==> src/rtl/ipc_mu_pkg.sv <==
package ipc_mu_pkg;
    localparam int NCH   = 4;
    localparam int DW    = 32;
    localparam int AW    = 4;
    localparam int FLD_W = NCH;
    // field tops; channel n sits at top - n
    localparam int F_HI0 = 31;
    localparam int F_HI1 = 27;
    localparam int F_HI2 = 23;
    localparam int F_HI3 = 19;
    localparam int IDX_RX   = NCH;
    localparam int IDX_STAT = 2 * NCH;
    localparam int IDX_CTRL = 2 * NCH + 1;

    // channel vector -> reversed field (channel 0 at msb)
    function automatic logic [FLD_W-1:0] to_field(input logic [NCH-1:0] v);
        logic [FLD_W-1:0] f;
        for (int n = 0; n < NCH; n++) f[FLD_W-1-n] = v[n];
        return f;
    endfunction

    function automatic logic [NCH-1:0] from_field(input logic [FLD_W-1:0] f);
        logic [NCH-1:0] v;
        for (int n = 0; n < NCH; n++) v[n] = f[FLD_W-1-n];
        return v;
    endfunction
endpackage

==> src/rtl/ipc_mu_chan.sv <==
module ipc_mu_chan
    import ipc_mu_pkg::*;
(
    input  logic          clk,
    input  logic          rst_n,
    input  logic          push,
    input  logic [DW-1:0] push_word,
    input  logic          pop,
    output logic [DW-1:0] word,
    output logic          full
);
    typedef struct packed {
        logic [DW-1:0] word;
        logic          full;
    } chan_t;

    chan_t st_d, st_q;

    always_comb begin
        st_d = st_q;
        if (push) begin
            st_d.word = push_word;
            st_d.full = 1'b1;
        end else if (pop) begin
            st_d.full = 1'b0;
        end
    end

    always_ff @(posedge clk) begin
        if (!rst_n) st_q <= '0;
        else        st_q <= st_d;
    end

    assign word = st_q.word;
    assign full = st_q.full;

    assert_push_lands_R2: assert property (@(posedge clk) disable iff (!rst_n)
        push |=> (full && word == $past(push_word)));
    assert_pop_drains_R3: assert property (@(posedge clk) disable iff (!rst_n)
        (pop && !push) |=> !full);
    assert_push_over_full_R11: assert property (@(posedge clk) disable iff (!rst_n)
        (full && push) |=> full);
endmodule

==> src/rtl/ipc_mu_side.sv <==
module ipc_mu_side
    import ipc_mu_pkg::*;
(
    input  logic                    clk,
    input  logic                    rst_n,
    input  logic [AW-1:0]           addr,
    input  logic                    we,
    input  logic [15:0]             wd_hi,
    input  logic                    re,
    input  logic [NCH-1:0][DW-1:0]  out_word,
    input  logic [NCH-1:0]          out_full,
    input  logic [NCH-1:0][DW-1:0]  in_word,
    input  logic [NCH-1:0]          in_full,
    input  logic [NCH-1:0]          far_ring,
    output logic [NCH-1:0]          push,
    output logic [NCH-1:0]          pop,
    output logic [NCH-1:0]          ring,
    output logic [DW-1:0]           rdata,
    output logic                    irq
);
    typedef struct packed {
        logic [NCH-1:0] db_en;
        logic [NCH-1:0] rx_en;
        logic [NCH-1:0] tx_en;
        logic [NCH-1:0] ring;
        logic [NCH-1:0] pend;
    } side_t;

    side_t st_d, st_q;

    logic wr_ctrl, wr_stat;
    logic [NCH-1:0] clr_mask;
    logic [DW-1:0] stat_word, ctrl_word;

    assign wr_ctrl  = we && (addr == AW'(IDX_CTRL));
    assign wr_stat  = we && (addr == AW'(IDX_STAT));
    assign clr_mask = wr_stat ? from_field(wd_hi[15:12]) : '0;

    generate
        for (genvar n = 0; n < NCH; n++) begin : g_strobe
            assign push[n] = we && (addr == AW'(n));
            assign pop[n]  = re && (addr == AW'(IDX_RX + n));
        end
    endgenerate

    always_comb begin
        st_d = st_q;
        st_d.pend = (st_q.pend & ~clr_mask) | far_ring;
        st_d.ring = '0;
        if (wr_ctrl) begin
            st_d.db_en = from_field(wd_hi[15:12]);
            st_d.rx_en = from_field(wd_hi[11:8]);
            st_d.tx_en = from_field(wd_hi[7:4]);
            st_d.ring  = from_field(wd_hi[3:0]);
        end
    end

    always_ff @(posedge clk) begin
        if (!rst_n) st_q <= '0;
        else        st_q <= st_d;
    end

    always_comb begin
        stat_word = '0;
        stat_word[F_HI0 -: FLD_W] = to_field(st_q.pend);
        stat_word[F_HI1 -: FLD_W] = to_field(in_full);
        stat_word[F_HI2 -: FLD_W] = to_field(~out_full);
        ctrl_word = '0;
        ctrl_word[F_HI0 -: FLD_W] = to_field(st_q.db_en);
        ctrl_word[F_HI1 -: FLD_W] = to_field(st_q.rx_en);
        ctrl_word[F_HI2 -: FLD_W] = to_field(st_q.tx_en);
        ctrl_word[F_HI3 -: FLD_W] = to_field(st_q.ring);
    end

    always_comb begin
        rdata = '0;
        if (re) begin
            if (addr < AW'(NCH))              rdata = out_word[addr[1:0]];
            else if (addr < AW'(IDX_STAT))    rdata = in_word[addr[1:0]];
            else if (addr == AW'(IDX_STAT))   rdata = stat_word;
            else if (addr == AW'(IDX_CTRL))   rdata = ctrl_word;
        end
    end

    assign irq = |((st_q.pend & st_q.db_en) | (in_full & st_q.rx_en) | (~out_full & st_q.tx_en));
    assign ring = st_q.ring;

    assert_ring_latched_R6: assert property (@(posedge clk) disable iff (!rst_n)
        (far_ring != '0) |=> ((st_q.pend & $past(far_ring)) == $past(far_ring)));
    assert_ring_one_shot_R6: assert property (@(posedge clk) disable iff (!rst_n)
        !wr_ctrl |=> (ring == '0));
    assert_w1c_R7: assert property (@(posedge clk) disable iff (!rst_n)
        (wr_stat && far_ring == '0) |=> ((st_q.pend & $past(clr_mask)) == '0));
    assert_unmapped_zero_R10: assert property (@(posedge clk) disable iff (!rst_n)
        (re && addr > AW'(IDX_CTRL)) |-> (rdata == '0));
    assert_idle_bus_R3: assert property (@(posedge clk) disable iff (!rst_n)
        !re |-> (rdata == '0));
endmodule

==> src/rtl/ipc_msg_unit.sv <==
module ipc_msg_unit
    import ipc_mu_pkg::*;
(
    input  logic          clk,
    input  logic          rst_n,
    input  logic [AW-1:0] a_addr,
    input  logic          a_we,
    input  logic [DW-1:0] a_wdata,
    input  logic          a_re,
    output logic [DW-1:0] a_rdata,
    output logic          a_irq,
    input  logic [AW-1:0] b_addr,
    input  logic          b_we,
    input  logic [DW-1:0] b_wdata,
    input  logic          b_re,
    output logic [DW-1:0] b_rdata,
    output logic          b_irq
);
    logic [NCH-1:0][DW-1:0] ab_word, ba_word;
    logic [NCH-1:0]         ab_full, ba_full;
    logic [NCH-1:0]         a_push, a_pop, b_push, b_pop;
    logic [NCH-1:0]         a_ring, b_ring;

    generate
        for (genvar n = 0; n < NCH; n++) begin : g_ch
            ipc_mu_chan u_ab (
                .clk(clk), .rst_n(rst_n),
                .push(a_push[n]), .push_word(a_wdata), .pop(b_pop[n]),
                .word(ab_word[n]), .full(ab_full[n])
            );
            ipc_mu_chan u_ba (
                .clk(clk), .rst_n(rst_n),
                .push(b_push[n]), .push_word(b_wdata), .pop(a_pop[n]),
                .word(ba_word[n]), .full(ba_full[n])
            );
        end
    endgenerate

    ipc_mu_side u_side_a (
        .clk(clk), .rst_n(rst_n),
        .addr(a_addr), .we(a_we), .wd_hi(a_wdata[DW-1:DW-16]), .re(a_re),
        .out_word(ab_word), .out_full(ab_full),
        .in_word(ba_word), .in_full(ba_full),
        .far_ring(b_ring),
        .push(a_push), .pop(a_pop), .ring(a_ring),
        .rdata(a_rdata), .irq(a_irq)
    );

    ipc_mu_side u_side_b (
        .clk(clk), .rst_n(rst_n),
        .addr(b_addr), .we(b_we), .wd_hi(b_wdata[DW-1:DW-16]), .re(b_re),
        .out_word(ba_word), .out_full(ba_full),
        .in_word(ab_word), .in_full(ab_full),
        .far_ring(a_ring),
        .push(b_push), .pop(b_pop), .ring(b_ring),
        .rdata(b_rdata), .irq(b_irq)
    );

    assert_cross_full_R2: assert property (@(posedge clk) disable iff (!rst_n)
        (a_push != '0) |=> ((ab_full & $past(a_push)) == $past(a_push)));
endmodule

==> config.mk <==
export PLATFORM = sky130hd
export DESIGN_NAME = ipc_msg_unit
export DESIGN_NICKNAME = d
export VERILOG_FILES = /design/src/rtl/ipc_mu_pkg.sv /design/src/rtl/ipc_mu_chan.sv /design/src/rtl/ipc_mu_side.sv /design/src/rtl/ipc_msg_unit.sv
export SDC_FILE = /design/constraint.sdc
export NUM_CORES = 1
export LEC_CHECK = 0
export BUFFER_PORTS_ARGS = -buffer_cell sky130_fd_sc_hd__buf_2
export CAP_MARGIN = 20
export CORE_ASPECT_RATIO = 1.1
export CORE_MARGIN = 10
export CORE_UTILIZATION = 30
export DETAILED_ROUTE_END_ITERATION = 12
export SLEW_MARGIN = 20
export SYNTH_ARGS = -nofsm -noshare
export SYNTH_HDL_FRONTEND = slang
export SYNTH_SLANG_ARGS = --single-unit
export TNS_END_PERCENT = 5
==> constraint.sdc <==
create_clock -name clk -period 2.6 [get_ports clk]
set_clock_uncertainty 0.1 [all_clocks]
set_input_delay 0.39 -clock clk [delete_from_list [all_inputs] [get_ports clk]]
set_output_delay 0.39 -clock clk [all_outputs]
set_load 0.05 [all_outputs]
**Yosys cells after proc, flatten, opt, wreduce, memory -nomap -nowiden**

Cells that the tools add are included.

- Word-level logic and storage cells: 138
- Bits in registers: 304
- Output and inout port bits: 66
- Input port bits: 78

- Reductions and logical operators: 34
- $lt $le $gt $ge: 6
- Mux-type cells: 36
- Equality and inequality tests: 18
- Bitwise logic cells: 18

Operators with widths:

| operator | count |
|---|---|
| 32-bit 2-to-1 mux | 14 |
| 32-bit binary-select mux with 2-bit select | 4 |
| 4-bit AND | 8 |
| 4-bit by 3-bit equality test with 1-bit output, second input constant | 8 |
| 4-bit bitwise OR | 6 |
| 1-bit logical AND | 20 |
| 4-bit by 2-bit equality test with 1-bit output, second input constant | 4 |
| 4-bit equality test, second input constant | 4 |
| 1-bit 2-to-1 mux | 16 |
| 4-bit inverter | 4 |
| 2-bit nonzero test | 8 |
| 4-bit by 1-bit equality test with 1-bit output, second input constant | 2 |
| 4-bit zero test | 2 |
| 4-bit by 3-bit < comparator with 1-bit output, second input constant | 2 |
| 4-bit < comparator, second input constant | 2 |
| 4-bit 2-to-1 mux | 2 |
| 4-bit OR reduction | 2 |
| 2-bit by 3-bit < comparator with 1-bit output, second input constant | 2 |
| 2-bit AND reduction | 2 |

**Depth between registers and ports, before layout**

Gate-level depths: netlist of the first run.

- Word-level depth: 6
- Depth in mapped cells: 7
- Depth with buffers taken out: 4

**Hierarchy**

From an unflattened synthesis of the first run, not the netlist that was laid out.

- Cell total of the unflattened synthesis: 1,502
- Area, all modules: 16,968.8 µm²

Modules (own cells, without submodules):

| module | cells an instance | area each (µm²) | instances |
|---|---|---|---|
| ipc_mu_chan | 106 | 1,277.5 | 8 |
| ipc_mu_side | 327 | 3,374.5 | 2 |

**Least setup slack after synthesis of the first run**

Ideal clock, no wire load.

- Path kind: in2out
- Start point: in a_addr[0]
- End point: out a_rdata[22]
- Arrival: 2,503 ps
- Data required time: 2,110 ps
- Path buffers: 3
- Cell stages on the path: 6
- Path slack: -393 ps
- Cell sequence: buf_2 -> buf_2 -> buf_2 -> mux4_2 -> o22ai_1 -> a211oi_1

- Longest elaborated chain between the ends: 6

Ends and longest elaborated chain:

| what | RTL line | text |
|---|---|---|
| start: declaration | ipc_msg_unit.sv:6 | `input logic [AW-1:0] a_addr,` |
| 4-bit equality test | ipc_mu_side.sv:81 | `else if (addr == AW'(IDX_CTRL)) rdata = ctrl_word;` |
| 32-bit 2-to-1 mux | ipc_mu_side.sv:81 |  |
| 32-bit 2-to-1 mux | ipc_mu_side.sv:80 | `else if (addr == AW'(IDX_STAT)) rdata = stat_word;` |
| 32-bit 2-to-1 mux | ipc_mu_side.sv:79 | `else if (addr < AW'(IDX_STAT)) rdata = in_word[addr[1:0]];` |
| 32-bit 2-to-1 mux (*) | ipc_mu_side.sv:78 | `if (addr < AW'(NCH)) rdata = out_word[addr[1:0]];` |
| 32-bit 2-to-1 mux (*) | ipc_mu_side.sv:77 | `if (re) begin` |
| end: declaration | ipc_msg_unit.sv:10 | `output logic [DW-1:0] a_rdata,` |

Mark *: on every way between the ends. The rest lies on a longest branch, timed or not. The select of a mux whose other input is x is not followed.

**Worst setup path after layout of the first run**

- Start point: reg g_ch[1].u_ba.st_q, in the netlist g_ch[1].u_ba.full
- End point: out a_irq

- Longest elaborated chain between the ends: 4

Ends and longest elaborated chain:

| what | RTL line | text |
|---|---|---|
| start: declaration | ipc_mu_chan.sv:17 | `chan_t st_d, st_q;` |
| start signal: assignment | ipc_mu_chan.sv:31 | `else st_q <= st_d;` |
| 4-bit AND | ipc_mu_side.sv:85 | `assign irq = \|((st_q.pend & st_q.db_en) \| (in_full & st_q.rx_en) \| (~out_full & st_q.tx_en));` |
| 4-bit bitwise OR (2 in a row) | ipc_mu_side.sv:85 |  |
| 4-bit OR reduction | ipc_mu_side.sv:85 |  |
| end: declaration | ipc_msg_unit.sv:11 | `output logic a_irq,` |

No other way between the ends.

==> results of run 1 <==
## cells in the mapped netlist
library cell  instances
o21ai_0              54
buf_2                66
nor3b_1               2
a211oi_1              9
dfxtp_1             304
a21boi_0            254
inv_1                11
o221ai_1              9
mux4_2              120
a221oi_1              6
mux2i_1              57
a22o_1                2
a21oi_1               1
mux2_2                8
buf_4                 4
nand2_1             563
nor2b_1              10
nor3_1                3
and3_1                8
nand2b_1             12
or3b_2                1
or3b_4                1
o311a_1               4
o21a_1                8
buf_6                 2
nor3_2                1
buf_1                 8
nor2_1               65
o22ai_1              24
o31a_1                1
or2_2                 7
a21boi_1             42
nand3b_1              3
clkbuf_1             72
nand3_1               8
o31ai_1               5
or3_1                 1
## flip-flops by register name (all words and copies together), names as in the netlist
signal	count
u_side_a.ctrl_word	12
u_side_a.st_q	4
u_side_b.st_q	4
g_ch.u_ab.full	4
g_ch.u_ba.full	4
u_side_a.ring	4
u_side_b.ctrl_word	12
u_side_b.ring	4
g_ch.u_ba.word	128
g_ch.u_ab.word	128
## power by group
part / switching [uW] / total, uW / internal (uW)
logic: 740 / 1230 / 491
clock network: 2190 / 5370 / 3170
registers: 50.0 / 4770 / 4720
## worst max-delay path, stage by stage, from the launching register on
cell	delay, ns
dfxtp_1	0.38
a22o_1	0.28
a221oi_1	0.45
nand3_1	0.20
buf_2	0.26
## layout make-up
type / instances / area, um2
well taps: 675 / 844.6
inverters: 11 / 41.29
repair buffers: 286 / 2277
diodes: 5 / 12.51
fillers: 5271 / 32650
clock buffers: 55 / 1106
clock inverters: 14 / 151.4
multi-input cells: 1289 / 9230
flip-flops and latches: 304 / 6093
## routing by layer
layer  share of wire (%)  vias to the layer above  GRT usage, %
met1                  39                     7047         23.25
met5               0.073                        -             0
li1                    -                     6489             -
met3                 7.5                      157         3.606
met2                  48                      621         32.57
met4                 4.7                       10         9.874
## through the flow
step | hold WS (ns) | power (uW) | instances | setup WS, ns | setup TNS, ns
floorplan | 0.3401 | 5523 | 1756 | -0.3932 | -2.688
detailed placement | 0.3583 | 6034 | 2531 | -0.05777 | -0.1483
global route | 0.02411 | 11700 | 2638 | -0.04510 | -0.08980
CTS | 0.001724 | 11430 | 2634 | -0.01880 | -0.01880
global placement | 0.3509 | 6018 | 2531 | -0.05543 | -0.1181
finish | 0.01546 | 11360 | 2639 | -0.02068 | -0.03103
## worst min-delay path by stage
stage,startpoint,to
detailed placement,g_ch[3].u_ab.word[15]$_SDFFE_PN0P_,g_ch[3].u_ab.word[15]$_SDFFE_PN0P_
CTS,a_wdata[18],g_ch[0].u_ab.word[18]$_SDFFE_PN0P_
finish,a_wdata[18],g_ch[0].u_ab.word[18]$_SDFFE_PN0P_
global placement,g_ch[3].u_ab.word[5]$_SDFFE_PN0P_,g_ch[3].u_ab.word[5]$_SDFFE_PN0P_
global route,b_wdata[13],g_ch[0].u_ba.word[13]$_SDFFE_PN0P_
floorplan,u_side_a.ring[0]$_SDFF_PN0_,u_side_b.st_q[0]$_SDFF_PN0_
## cells by family (layout without fill, tap and decap cells)
kind of cell	count (synthesis)	in the layout	synth area share (%)
buf+inv	163	366	4.556
simple gates	685	685	17.09
compound gates	419	419	18.93
flops	304	304	38.27
mux	185	185	21.15
other cells	0	5	0
## repair_timing
action	in CTS	in global routing
hold buffers	34	0
resized for setup	13	7
buffers inserted	0	0
pin swaps	1	1
endpoints found under the hold margin	82	0
setup endpoints to repair	9	8
==> results.yml, run 1 <==
setup_path:
  r2r_setup_slack_ns: 1.60
  worstSetupPathType: "register to output port"
  crit_arrival_ns: 2.13
  worstSetupStartpointType: "register"
  path_max_fanout: 5
  end_kind: "output port"
  critPathLaunch: "g_ch[1].u_ba.full$_SDFFE_PN0P_"
  worst_r2r_path_depth: 2
  worst_r2r_endpoint: "g_ch[3].u_ab.full$_SDFFE_PN0P_"
  crit_required_ns: 2.11
  worstReg2RegStart: "g_ch[3].u_ab.full$_SDFFE_PN0P_"
  crit_end: "a_irq"
synth:
  synthTopCellsByArea: "dfxtp_1 (38%), mux4_2 (17%), nand2_1 (13%)"
  syn_area_um2: 15900
  syn_nets: 1834
  yosysWarnings: 0
  avgSynthCellArea_um2: 9.056
  synth.largest_area_cell: "dfxtp_1"
  synth-seq-area-share_pct: 38.27
  synth_top_area_share_pct: 38.27
  netlist_instances: 1756
  synth_cell_types: 37
  synth-seq-cells: 304
timing:
  rsz0062_at_grt: "true"
  fmax_ghz: 0.3816
  fin_ws_ns: -0.02068
  tightestPinTransition_ns: 0.6398
  slew_viol_final: 0
  final_hold_viol_count: 0
  period_share_pct: 100.8
  slew_headroom_pct: 57.26
  finalSetupViolations: 2
  fin_crit_ns: 2.621
cts:
  clkSlewWorstSetupHoldPaths_ns: 0.06
  cts_tree: "done"
  clock_insertion_delay_worst_skew_ns: 0.57
  clock_sinks: 304
  root_buffer: "clkbuf_16"
  clockBufferDepth: 3
  cts_max_level: 2
  numCtsBuffers: 38
die:
  start_util_pct: 30.34
  num_rows: 88
  dieWidth_um: 239.5
  die_h_um: 261.5
  die_area_um2: 62620
  io_pins: 144
  core_area_um2: 52410
placement:
  place_area_um2: 18070
  gp_congestion: 0.8928
  io_buffers: 143
  dp_hpwl_um: 42120
global_routing:
  antenna_found_initial: 11
  grt.overflow.total: 0
  grtUsageTotal_pct: 19.34
  grt_max_degree: 89
  grt_pass1_vias: 14457
  grt_first_pass_wirelength_um: 91630
power_and_ir_drop:
  vdd_drop_max_mv: 0.4554
  p_leak_uw: 0.006985
  p_per_area_nw_per_um2: 575.2
route:
  totalWireLength_um: 61730
  first_pass_iters: 7
  drcViolationCount: 0
  avgRoutedWirePerCell_um: 23.39
  ant_nets: 0
  via_count: 14324
  drt_iter0_markers: 1357
  avgViaCountPerCell: 5.428
status:
  violations: "setup timing"
  outcome: "complete, but fails checks"
min_path:
  hp-class: "input pin to register"
  hold-path-cell-count: 3
cells_and_area:
  areaGrowthSynthToFinish_pct: 24.24
  drive_gt1_share_pct: 24.45
  utilization_pct: 37.70
  final_common_cell: "nand2_1"
  final_area_um2: 19760
  layout_common_cells: "nand2_1 (563), dfxtp_1 (300), a21boi_0 (254)"
  nNetsFinal: 2008
job:
  max_cap_violations: 0
Power figures use the tool's default switching activity.
==> run 2: changes to the inputs <==
SETUP_SLACK_MARGIN = 0.1   (was default)
==> run 2 against run 1 <==
Critical path depth is 1 higher. Utilization is 0.41 points lower. Register-to-register slack better by 0.04 ns. The run still ends with setup timing left. Clock-buffer cell count is 2 higher. Final area is 1.1% lower. Sequential power hardly changed. Critical path type unchanged. Clock power is 5.8% lower. Largest power group unchanged. Global-route usage is 0.17 points lower. Die area stayed put.
==> results.yml, run 2 (synthesis results as in run 1) <==
cts:
  root_buffer: "clkbuf_16"
  numCtsBuffers: 36
  cts_tree: "done"
  clock_insertion_delay_worst_skew_ns: 0.55
  clock_sinks: 304
  clockBufferDepth: 3
  cts_max_level: 2
  clkSlewWorstSetupHoldPaths_ns: 0.06
setup_path:
  cp_top_family: "multiplexers"
  cp_slowest_stage_delay_ns: 0.44
  critical_path.cell_chain: "inv_2 -> mux4_2 -> nor2b_1 -> o311a_1 -> buf_12"
  cp_slowest_cell: "mux4_2"
  worstReg2RegStart: "g_ch[3].u_ab.full$_SDFFE_PN0P_"
  worstSetupPathType: "register to output port"
  r2r_setup_slack_ns: 1.64
  worstSetupStartpointType: "register"
  path_buf_inv: 2
  end_kind: "output port"
  critPathLaunch: "g_ch[2].u_ab.full$_SDFFE_PN0P_"
  crit_required_ns: 2.11
  crit_arrival_ns: 2.13
  path_max_fanout: 2
status:
  violations: "setup timing"
  outcome: "complete, but fails checks"
global_routing:
  antenna_found_initial: 11
  grt_max_degree: 97
  grtUsageTotal_pct: 19.17
  grt_first_pass_wirelength_um: 91110
  grt_pass1_vias: 14343
  grt.overflow.total: 0
route:
  first_pass_iters: 5
  via_count: 14348
  totalWireLength_um: 61190
  avgViaCountPerCell: 5.489
  drt_iter0_markers: 1336
  avgRoutedWirePerCell_um: 23.41
  drcViolationCount: 0
  ant_nets: 0
power_and_ir_drop:
  p_leak_uw: 0.006842
  vdd_drop_max_mv: 0.4269
  p_per_area_nw_per_um2: 565.2
placement:
  io_buffers: 143
  gp_congestion: 0.8942
  dp_worst_setup_slack_ns: -0.07486
  dp_hpwl_um: 41550
die:
  core_area_um2: 52410
  io_pins: 144
  die_area_um2: 62620
  start_util_pct: 30.34
  die_h_um: 261.5
  num_rows: 88
  dieWidth_um: 239.5
timing:
  fmax_ghz: 0.3818
  tns_ns: -0.01935
  fin_ws_ns: -0.01935
  slew_headroom_pct: 58.86
  tightestPinTransition_ns: 0.6157
  final_hold_viol_count: 0
  fin_crit_ns: 2.619
  rsz0062_at_grt: "true"
  slew_viol_final: 0
  period_share_pct: 100.7
  finalSetupViolations: 1
min_path:
  min_from: "b_wdata[13]"
  hp-class: "input pin to register"
cells_and_area:
  utilization_pct: 37.29
  fillers: 5316
  nNetsFinal: 1986
  layout_common_cells: "nand2_1 (563), dfxtp_1 (298), a21boi_0 (254)"
  final_common_cell: "nand2_1"
  areaGrowthSynthToFinish_pct: 22.90
  drive_gt1_share_pct: 24.04
job:
  max_cap_violations: 0
==> run 2: tightest hold or removal path: stages <==
cell,delay [ns]
buf_2,0.12
nand2_1,0.05
a21boi_0,0.06
==> run 2: power breakdown <==
group	leakage, uW	total (uW)	switching [uW]	internal [uW]
Sequential	0.00246	4760	48.6	4720
Clock	0.000567	5060	2110	2950
Combinational	0.00382	1220	739	478
Total	0.00684	11000	2900	8150
==> run 2: metrics by stage <==
step           cell area (um2)  std cells  power (uW)  hold WS (ns)
6_report                 19540       2614       11050       0.01543
5_1_grt                  19540       2613       11400       0.01320
4_1_cts                  19420       2609       11110     0.0006575
3_5_place_dp             17970       2517        6020        0.3575
3_3_place_gp             17970       2517        6010        0.3502
2_1_floorplan            15920       1756        5525        0.3401
==> run 2: repair_timing <==
item	CTS	global route
setup buffers	2	0
gates resized for setup	16	40
hold buffers	26	0
setup endpoints to repair	17	24
endpoints found under the hold margin	50	0
pin swaps	2	4
==> run 2: cell type report <==
class | count | area [um2] | share of cell area (%)
Antenna cell | 5 | 12.51 | 0.06402
Clock buffer | 57 | 1081 | 5.532
Clock inverter | 7 | 67.56 | 0.3457
Inverter | 11 | 41.29 | 0.2113
Multi-Input combinational cell | 1289 | 9243 | 47.29
Sequential cell | 304 | 6101 | 31.22
Tap cell | 675 | 844.6 | 4.322
Timing Repair Buffer | 266 | 2152 | 11.01
==> run 2: final timing paths <==
check,cells after the start,to
max,5,a_rdata[21]
min,3,g_ch[3].u_ba.word[13]$_SDFFE_PN0P_
max reg2reg,2,g_ch[3].u_ab.full$_SDFFE_PN0P_
min reg2reg,2,g_ch[3].u_ab.word[12]$_SDFFE_PN0P_
==> run 2: layer usage <==
metal / GRT usage, % / vias to the layer above / share of wire, %
li1: - / 6432 / -
met1: 23.36 / 7128 / 40
met2: 32.65 / 653 / 49
met3: 4.469 / 127 / 8.3
met4: 6.583 / 8 / 3.0
met5: 0 / - / 0.057
